**config.mk**
```make
export PLATFORM = sky130hd
export DESIGN_NAME = sdo_input_aligner
export DESIGN_NICKNAME = d
export VERILOG_FILES = /design/src/rtl/sdo_pkg.sv /design/src/rtl/sdo_tick_gen.sv /design/src/rtl/sdo_offset_bank.sv /design/src/rtl/sdo_lane.sv /design/src/rtl/sdo_input_aligner.sv
export SDC_FILE = /design/constraint.sdc
export NUM_CORES = 1
export LEC_CHECK = 0
export ABC_CLOCK_PERIOD_IN_PS = 5300
export CAP_MARGIN = 0
export CORE_ASPECT_RATIO = 0.8
export CORE_UTILIZATION = 26
export DETAILED_ROUTE_END_ITERATION = 8
export DONT_BUFFER_PORTS = 1
export HOLD_SLACK_MARGIN = 0.12
export SLEW_MARGIN = 20
export SYNTH_ARGS = -nofsm -noshare
export SYNTH_HDL_FRONTEND = slang
export SYNTH_SLANG_ARGS = --single-unit
```
**constraint.sdc**
```tcl
create_clock -name clk -period 5.3 [get_ports clk]
set_input_delay 1.06 -clock clk [delete_from_list [all_inputs] [get_ports clk]]
set_output_delay 1.06 -clock clk [all_outputs]
set_load 0.03 [all_outputs]
```
**src/rtl/sdo_pkg.sv**
```systemverilog
`timescale 1ns/1ps
package sdo_pkg;
  localparam int RATE_W    = 2;
  localparam int SLOW_DIV  = 8;
  localparam int PHASE_W   = $clog2(SLOW_DIV);

  typedef enum logic [RATE_W-1:0] {
    RATE_X1 = 2'd0,   // slowest, never shifted
    RATE_X2 = 2'd1,
    RATE_X4 = 2'd2,
    RATE_X8 = 2'd3
  } rate_e;

  // Phase bits that must be zero for a nominal sampling edge.
  function automatic logic [PHASE_W-1:0] tick_mask(input logic [RATE_W-1:0] r);
    case (r)
      RATE_X1: tick_mask = PHASE_W'(SLOW_DIV - 1);
      RATE_X2: tick_mask = PHASE_W'(SLOW_DIV / 2 - 1);
      RATE_X4: tick_mask = PHASE_W'(SLOW_DIV / 4 - 1);
      default: tick_mask = '0;
    endcase
  endfunction
endpackage

```
**src/rtl/sdo_tick_gen.sv**
```systemverilog
`timescale 1ns/1ps
module sdo_tick_gen
  import sdo_pkg::*;
#(
  parameter int NUM_STREAMS = 32
) (
  input  logic                          clk,
  input  logic                          rst_n,
  input  logic                          frame_pulse,
  input  logic [NUM_STREAMS*RATE_W-1:0] rate_sel,
  output logic [NUM_STREAMS-1:0]        nominal
);
  logic [PHASE_W-1:0] phase_q;
  logic [PHASE_W-1:0] phase_d;

  assign phase_d = frame_pulse ? '0 : phase_q + 1'b1;

  always_ff @(posedge clk or negedge rst_n) begin
    if (!rst_n) phase_q <= '1;
    else        phase_q <= phase_d;
  end

  for (genvar s = 0; s < NUM_STREAMS; s++) begin : g_tick
    assign nominal[s] = (phase_d & tick_mask(rate_sel[s*RATE_W +: RATE_W])) == '0;
  end
endmodule

```
**src/rtl/sdo_offset_bank.sv**
```systemverilog
`timescale 1ns/1ps
module sdo_offset_bank
  import sdo_pkg::*;
#(
  parameter int NUM_STREAMS = 32,
  parameter int FIELD_W     = 4,
  parameter int MAX_HALF    = 9
) (
  input  logic                           clk,
  input  logic                           rst_n,
  input  logic                           frame_pulse,
  input  logic [NUM_STREAMS*FIELD_W-1:0] field_flat,
  input  logic [NUM_STREAMS*RATE_W-1:0]  rate_sel,
  output logic [NUM_STREAMS*FIELD_W-1:0] half_cnt,
  output logic [NUM_STREAMS*FIELD_W-1:0] act_flat,
  output logic [NUM_STREAMS-1:0]         flush
);
  localparam logic [FIELD_W-1:0] LIMIT = FIELD_W'(MAX_HALF);

  for (genvar s = 0; s < NUM_STREAMS; s++) begin : g_slot
    logic [FIELD_W-1:0] field;
    logic [FIELD_W-1:0] act_q;
    logic [FIELD_W-1:0] eff;
    logic [FIELD_W-1:0] clamped;

    assign field   = field_flat[s*FIELD_W +: FIELD_W];
    assign eff     = frame_pulse ? field : act_q;
    assign clamped = (eff > LIMIT) ? LIMIT : eff;
    assign flush[s] = frame_pulse && (field != act_q);
    assign half_cnt[s*FIELD_W +: FIELD_W] =
      (rate_sel[s*RATE_W +: RATE_W] == RATE_X1) ? '0 : clamped;
    assign act_flat[s*FIELD_W +: FIELD_W] = act_q;

    always_ff @(posedge clk or negedge rst_n) begin
      if (!rst_n)           act_q <= '0;
      else if (frame_pulse) act_q <= field;
    end
  end
endmodule

```
**src/rtl/sdo_lane.sv**
```systemverilog
`timescale 1ns/1ps
module sdo_lane #(
  parameter int FIELD_W  = 4,
  parameter int MAX_HALF = 9
) (
  input  logic               clk,
  input  logic               rst_n,
  input  logic               nominal,
  input  logic               flush,
  input  logic [FIELD_W-1:0] half_cnt,
  input  logic               sdi,
  output logic               stb,
  output logic               dat
);
  localparam int WHOLE = (MAX_HALF / 2 < 1) ? 1 : MAX_HALF / 2;
  localparam int K_W   = FIELD_W - 1;

  logic [K_W-1:0]   whole_k;
  logic             odd_h;
  logic [WHOLE-1:0] rise_q, rise_d;   // rising-edge captures due in j+1 cycles
  logic [WHOLE:0]   fall_q, fall_d;   // falling-edge captures due in j cycles
  logic             rise_hit;
  logic             fall_stb, fall_bit;

  assign whole_k = half_cnt[FIELD_W-1:1];
  assign odd_h   = half_cnt[0];

  for (genvar j = 0; j < WHOLE; j++) begin : g_rise
    if (j + 1 < WHOLE) begin : g_chain
      assign rise_d[j] = (rise_q[j+1] && !flush) ||
                         (nominal && !odd_h && whole_k == K_W'(j + 1));
    end else begin : g_tail
      assign rise_d[j] = nominal && !odd_h && whole_k == K_W'(j + 1);
    end
  end

  for (genvar j = 0; j <= WHOLE; j++) begin : g_fall
    if (j < WHOLE) begin : g_chain
      assign fall_d[j] = (fall_q[j+1] && !flush) ||
                         (nominal && odd_h && whole_k == K_W'(j));
    end else begin : g_tail
      assign fall_d[j] = nominal && odd_h && whole_k == K_W'(j);
    end
  end

  assign rise_hit = (rise_q[0] && !flush) || (nominal && !odd_h && whole_k == '0);

  always_ff @(posedge clk or negedge rst_n) begin
    if (!rst_n) begin
      rise_q <= '0;
      fall_q <= '0;
      stb    <= 1'b0;
      dat    <= 1'b0;
    end else begin
      rise_q <= rise_d;
      fall_q <= fall_d;
      stb    <= rise_hit || (fall_stb && !flush);
      dat    <= rise_hit ? sdi : fall_bit;
    end
  end

  always_ff @(negedge clk or negedge rst_n) begin
    if (!rst_n) begin
      fall_stb <= 1'b0;
      fall_bit <= 1'b0;
    end else begin
      fall_stb <= fall_q[0];
      if (fall_q[0]) fall_bit <= sdi;
    end
  end
endmodule

```
**src/rtl/sdo_input_aligner.sv**
```systemverilog
`timescale 1ns/1ps
module sdo_input_aligner
  import sdo_pkg::*;
#(
  parameter int NUM_STREAMS      = 32,
  parameter int STREAMS_PER_WORD = 4,
  parameter int FIELD_W          = 4,
  parameter int MAX_HALF         = 9
) (
  input  logic clk,
  input  logic rst_n,
  input  logic frame_pulse,
  input  logic [NUM_STREAMS/STREAMS_PER_WORD*STREAMS_PER_WORD*FIELD_W-1:0] cfg_words,
  input  logic [NUM_STREAMS*RATE_W-1:0] rate_sel,
  input  logic [NUM_STREAMS-1:0]        ser_in,
  output logic [NUM_STREAMS-1:0]        bit_valid,
  output logic [NUM_STREAMS-1:0]        bit_data
);
  localparam int NUM_WORDS = NUM_STREAMS / STREAMS_PER_WORD;
  localparam int WORD_W    = STREAMS_PER_WORD * FIELD_W;

  logic [NUM_STREAMS*FIELD_W-1:0] field_vec;
  logic [NUM_STREAMS*FIELD_W-1:0] half_vec;
  logic [NUM_STREAMS*FIELD_W-1:0] act_vec;
  logic [NUM_STREAMS-1:0]         nominal_vec;
  logic [NUM_STREAMS-1:0]         flush_vec;

  // Unpack each word into its per-line fields.
  for (genvar w = 0; w < NUM_WORDS; w++) begin : g_word
    for (genvar i = 0; i < STREAMS_PER_WORD; i++) begin : g_field
      assign field_vec[(w*STREAMS_PER_WORD+i)*FIELD_W +: FIELD_W] =
        cfg_words[w*WORD_W + i*FIELD_W +: FIELD_W];
    end
  end

  sdo_tick_gen #(.NUM_STREAMS(NUM_STREAMS)) u_tick (
    .clk(clk), .rst_n(rst_n), .frame_pulse(frame_pulse),
    .rate_sel(rate_sel), .nominal(nominal_vec)
  );

  sdo_offset_bank #(
    .NUM_STREAMS(NUM_STREAMS), .FIELD_W(FIELD_W), .MAX_HALF(MAX_HALF)
  ) u_bank (
    .clk(clk), .rst_n(rst_n), .frame_pulse(frame_pulse),
    .field_flat(field_vec), .rate_sel(rate_sel),
    .half_cnt(half_vec), .act_flat(act_vec), .flush(flush_vec)
  );

  for (genvar s = 0; s < NUM_STREAMS; s++) begin : g_lane
    sdo_lane #(.FIELD_W(FIELD_W), .MAX_HALF(MAX_HALF)) u_lane (
      .clk(clk), .rst_n(rst_n),
      .nominal(nominal_vec[s]), .flush(flush_vec[s]),
      .half_cnt(half_vec[s*FIELD_W +: FIELD_W]),
      .sdi(ser_in[s]), .stb(bit_valid[s]), .dat(bit_data[s])
    );
  end
endmodule

```
Yosys cells after proc, flatten, opt, wreduce, memory -nomap -nowiden
Index checks and enable logic that the tools add are counted. W data, S select, Z words.

Output and inout bits: 64. Bits of input ports: 227. Memories kept: 0. Word-level logic and storage cells: 1827. RAM bits: 0. Bits in read-only memories: 0. Latch bits: 0. Bits in registers: 547.

Muxes and demuxes: 161. Div/mod/pow operators: 0. Magnitude comparators: 32. Multiply operators: 0. Equal/unequal tests: 224. Bitwise operators: 32. Shifts and indexed selects: 0. Reductions and logical operators: 1152. $add $sub $neg: 1.

Operators by type and width (number): $logic_and A1 B1 Y1 (704); $mux W4 (96); $logic_or A1 B1 Y1 (288); $pmux W3 S3 (32); $eq A3 B2 Y1 const B (64); $logic_not A3 Y1 (64); $gt A4 B4 Y1 const B (32); $ne A4 B4 Y1 (32); $and A3 B3 Y3 (32); $eq A3 B1 Y1 const B (32); $eq A3 B3 Y1 const B (32); $eq A2 B1 Y1 const B (32); $eq A2 B2 Y1 const B (32); $logic_not A1 Y1 (64); $logic_not A2 Y1 (32); $mux W1 (32); $add A3 B1 Y3 const B (1); $mux W3 (1).

Depth between registers and ports, before layout
Word-level depth: 9. Mapped depth: 9. Mapped depth without buffers: 7.

By module
A second synthesis with hierarchy kept.

Cell total of the unflattened synthesis: 2279. Area total of the unflattened synthesis: 25719.7 um^2.

Modules (own cells, without submodules): sdo_lane (seq. area each 325.3 um^2, times used 32, cells an instance 45, area an instance 538.0 um^2); sdo_offset_bank (seq. area each 3203.1 um^2, times used 1, cells an instance 722, area an instance 7722.4 um^2); sdo_tick_gen (seq. area each 78.8 um^2, times used 1, cells an instance 117, area an instance 780.7 um^2).

==> key figures <==
Worst hold path
  – Tightest Hold Check Type: in -> async

Logic synthesis
  – Seq/Total Area, Yosys: 54.1%
  – EDFF count, synth: 0
  – Post-synth ARST share: 100%
  – Post-Synthesis Cells: 2299
  – Netlist Area Pre-Place: ~0.025 sq mm
  – Cell variety after synth: 62
  – Synth Net Count: between 2000 and 3000
  – Yosys warns: 0
  – Syn avg cell area: 11.0 sq um
  – Top FF cell, synth: dfrtp_1
  – #FFs+latches synth: 547

Place
  – Gp weighted congestion: about 0.78
  – HPWL after DPL: around 43000 microns
  – Port Buf Inserts: 0
  – Pre-CTS setup slack: 1170 ps

Route
  – Post-DR vias/cell: ~4.7
  – Wire per inst: 17.6 microns
  – # DRC: 0
  – Total number of vias: approximately 17000
  – Final ANT Viol Nets: 0
  – DRT Pass-1 Iters: 5
  – Final WL: around 63000 microns
  – DR iter-0 viols: 979

Worst setup path
  – Stages on worst setup path: 0
  – CP arrival: ~1700 ps
  – CP Class: in -> async
  – Critical Path Start: rst_n
  – Crit. End Element: async pin
  – R2R Path End: g_lane[16].u_lane.fall_bit
  – Startpoint types: input port
  – Slack of the worst reg-to-reg path: 1700 ps
  – Worst R2R Start: g_lane[16].u_lane.fall_q[0]
  – Worst EP required: 3250 ps
  – R2R cell count: 1
  – Setup crit end: g_lane[28].u_lane.fall_stb
  – Worst-path fanout max: 339

Floorplan
  – Initial core utilization: 26.5%
  – Die Footprint: approximately 0.099 sq mm
  – I/O pin total: 291
  – Site row count: just over 100
  – Height of the die: 281 microns
  – Core area: 0.0957 sq mm
  – Width of the die: between 300 and 400 microns

CTS
  – Post-CTS Resized: 0
  – H-tree levels: 2
  – Clk buf depth: 3
  – Post-CTS Setup Bufs: 0
  – CTS Sinks: 547
  – Worst skew pair latency: 630 ps
  – Clock transition at the registers of the reported paths: 60 ps
  – Root Driver: clkbuf_16
  – CTS buffer count: 60
  – CTS tree: built

Timing
  – Pins Over Slew Limit: 0
  – Setup ws final: ~1500 ps
  – Final setup viols: 0
  – RSZ-0062 raised after global routing: false
  – Final Skew: 48.3 ps
  – Setup tns final: 0 ps
  – Slew margin rel.: 13.6%
  – Worst-margin pin slew: 1300 ps
  – Hold Violations, Final: 0

GRT
  – Total GRT Usage: 12.6%
  – Pin count of the biggest net entering global routing: 548
  – Initial antenna violation count: 0
  – Number of global-route vias before repair: about 17000
  – Total gr overflow: 0
  – Global-route wire length before repair: just under 100000 microns

Cells and area
  – NumNets Final: roughly 2500
  – Area grow syn2layout: 12.2%
  – Finished Core Util: between 20% and 30%
  – Number of fill cells in the layout: between 9000 and 10000
  – Share of cells above drive strength 1: 13.5%

Job
  – Max Cap Viol: 0

Power
  – Pwr Density: 391 mW/mm^2
  – Peak supply drop: 0.292 mV
  – Overall power: around 0.011 W
  – Pleak: between 10 and 15 nW

Run status
  – Status: complete, no violations
-- per-layer routing --
layer  global-route usage, %  vias up  wire length, microns
li1                        -     8068                     -
met4                    3.42        0                  1330
met3                    5.22       84                  6070
met5                       0        -                     0
met1                    17.0     8320                 29700
met2                    18.2      385                 26400
-- report_power, final --
group / switching [W] / internal (W) / leakage, nW
clock network: 0.00181 / 0.00257 / 1.03
registers: 0.000600 / 0.00476 / 7.02
logic: 0.000767 / 0.000601 / 4.32
total: 0.00318 / 0.00793 / 12.4
-- through the flow --
stage	cells	cell area [sq um]	hold WS (ps)
global placement	3488	26200	426
CTS	3602	28300	53.4
floorplan	2299	25300	419
global route	3606	28400	144
detailed placement	3488	26200	429
finish	3607	28400	204
-- cell usage in the layout, fill, tap and decap left out, drive strengths merged, types with 16 or more instances in the layout --
cell type,n
a221oi,22
clkbuf,91
a211oi,37
mux2,113
o41ai,70
o21ai,275
nand2,272
nor2b,39
nand2b,42
clkinv,16
dfrtn,64
nor3,62
a22o,17
nor2,143
o2bb2ai,20
a22oi,22
inv,128
nor4,38
xor2,128
a32o,31
a21oi,27
mux2i,81
dfrtp,480
-- state kept, by name, indices dropped and copies added (netlist names) --
signal / flops
g_lane.u_lane.fall_q: 160
g_lane.u_lane.rise_q: 128
u_bank.g_slot.act_q: 128
g_lane.u_lane.dat: 32
g_lane.u_lane.fall_bit: 32
g_lane.u_lane.fall_stb: 32
g_lane.u_lane.stb: 32
u_tick.phase_q: 3
-- layout make-up --
type	count	area [sq um]	share of cell area, %
Sequential cell	547	13700	48.2
Multi-Input combinational cell	1519	10400	36.5
Clock buffer	91	1820	6.41
Tap cell	1287	1610	5.67
Inverter	127	477	1.68
Clock inverter	23	268	0.943
Timing Repair Buffer	12	163	0.573
Antenna cell	1	2.50	0.00881
-- worst min-delay path by stage --
stage                                           from                     endpoint  slack (ps)  cells after the start
after floorplan           g_lane[0].u_lane.fall_q[2]   g_lane[0].u_lane.fall_q[1]         420                      2
after global placement    g_lane[2].u_lane.fall_q[2]   g_lane[2].u_lane.fall_q[1]         430                      2
after detailed placement  g_lane[0].u_lane.rise_q[1]   g_lane[0].u_lane.rise_q[0]         430                      2
after CTS                                      rst_n        g_lane[24].u_lane.stb          50                      0
after global routing                           rst_n  g_lane[13].u_lane.rise_q[0]         140                      0
final                                          rst_n         g_lane[7].u_lane.dat         200                      0
-- cells by family after synthesis --
family | after synthesis | share of synthesized area (%)
xor gates and xnor gates | 129 | 4.46
DFF | 547 | 54.1
muxes | 194 | 8.63
adders and majority gates | 1 | 0.0494
AOI/OAI and AO/OA | 569 | 16.5
and+or+nand+nor | 626 | 11.2
buffers and inverters | 233 | 5.04
-- synthesized netlist by cell type, drive strengths merged (4+ instances only) --
cell type / count / share of area (%)
dfrtp: 480 / 47
o21ai: 275 / 5.5
nand2: 272 / 4.0
nor2: 143 / 2.2
xor2: 128 / 4.4
inv: 127 / 1.9
mux2: 113 / 5.1
buf: 103 / 3.1
mux2i: 81 / 3.5
o41ai: 70 / 3.5
dfrtn: 64 / 6.3
nor3: 62 / 1.2
nand2b: 42 / 1.0
nor2b: 39 / 0.96
nor4: 38 / 1.1
a211oi: 37 / 1.2
a32o: 31 / 1.2
a21oi: 27 / 0.53
a221oi: 22 / 0.91
a22oi: 22 / 0.65
o2bb2ai: 20 / 0.69
a22o: 17 / 0.59
o31ai: 11 / 0.46
or2: 9 / 0.23
nand3: 8 / 0.16
a21o: 7 / 0.21
a31oi: 7 / 0.20
or3: 6 / 0.15
a32oi: 4 / 0.14
o211a: 4 / 0.16
o21a: 4 / 0.12
o221ai: 4 / 0.14
Note: power is estimated with default switching activity, not from simulation.
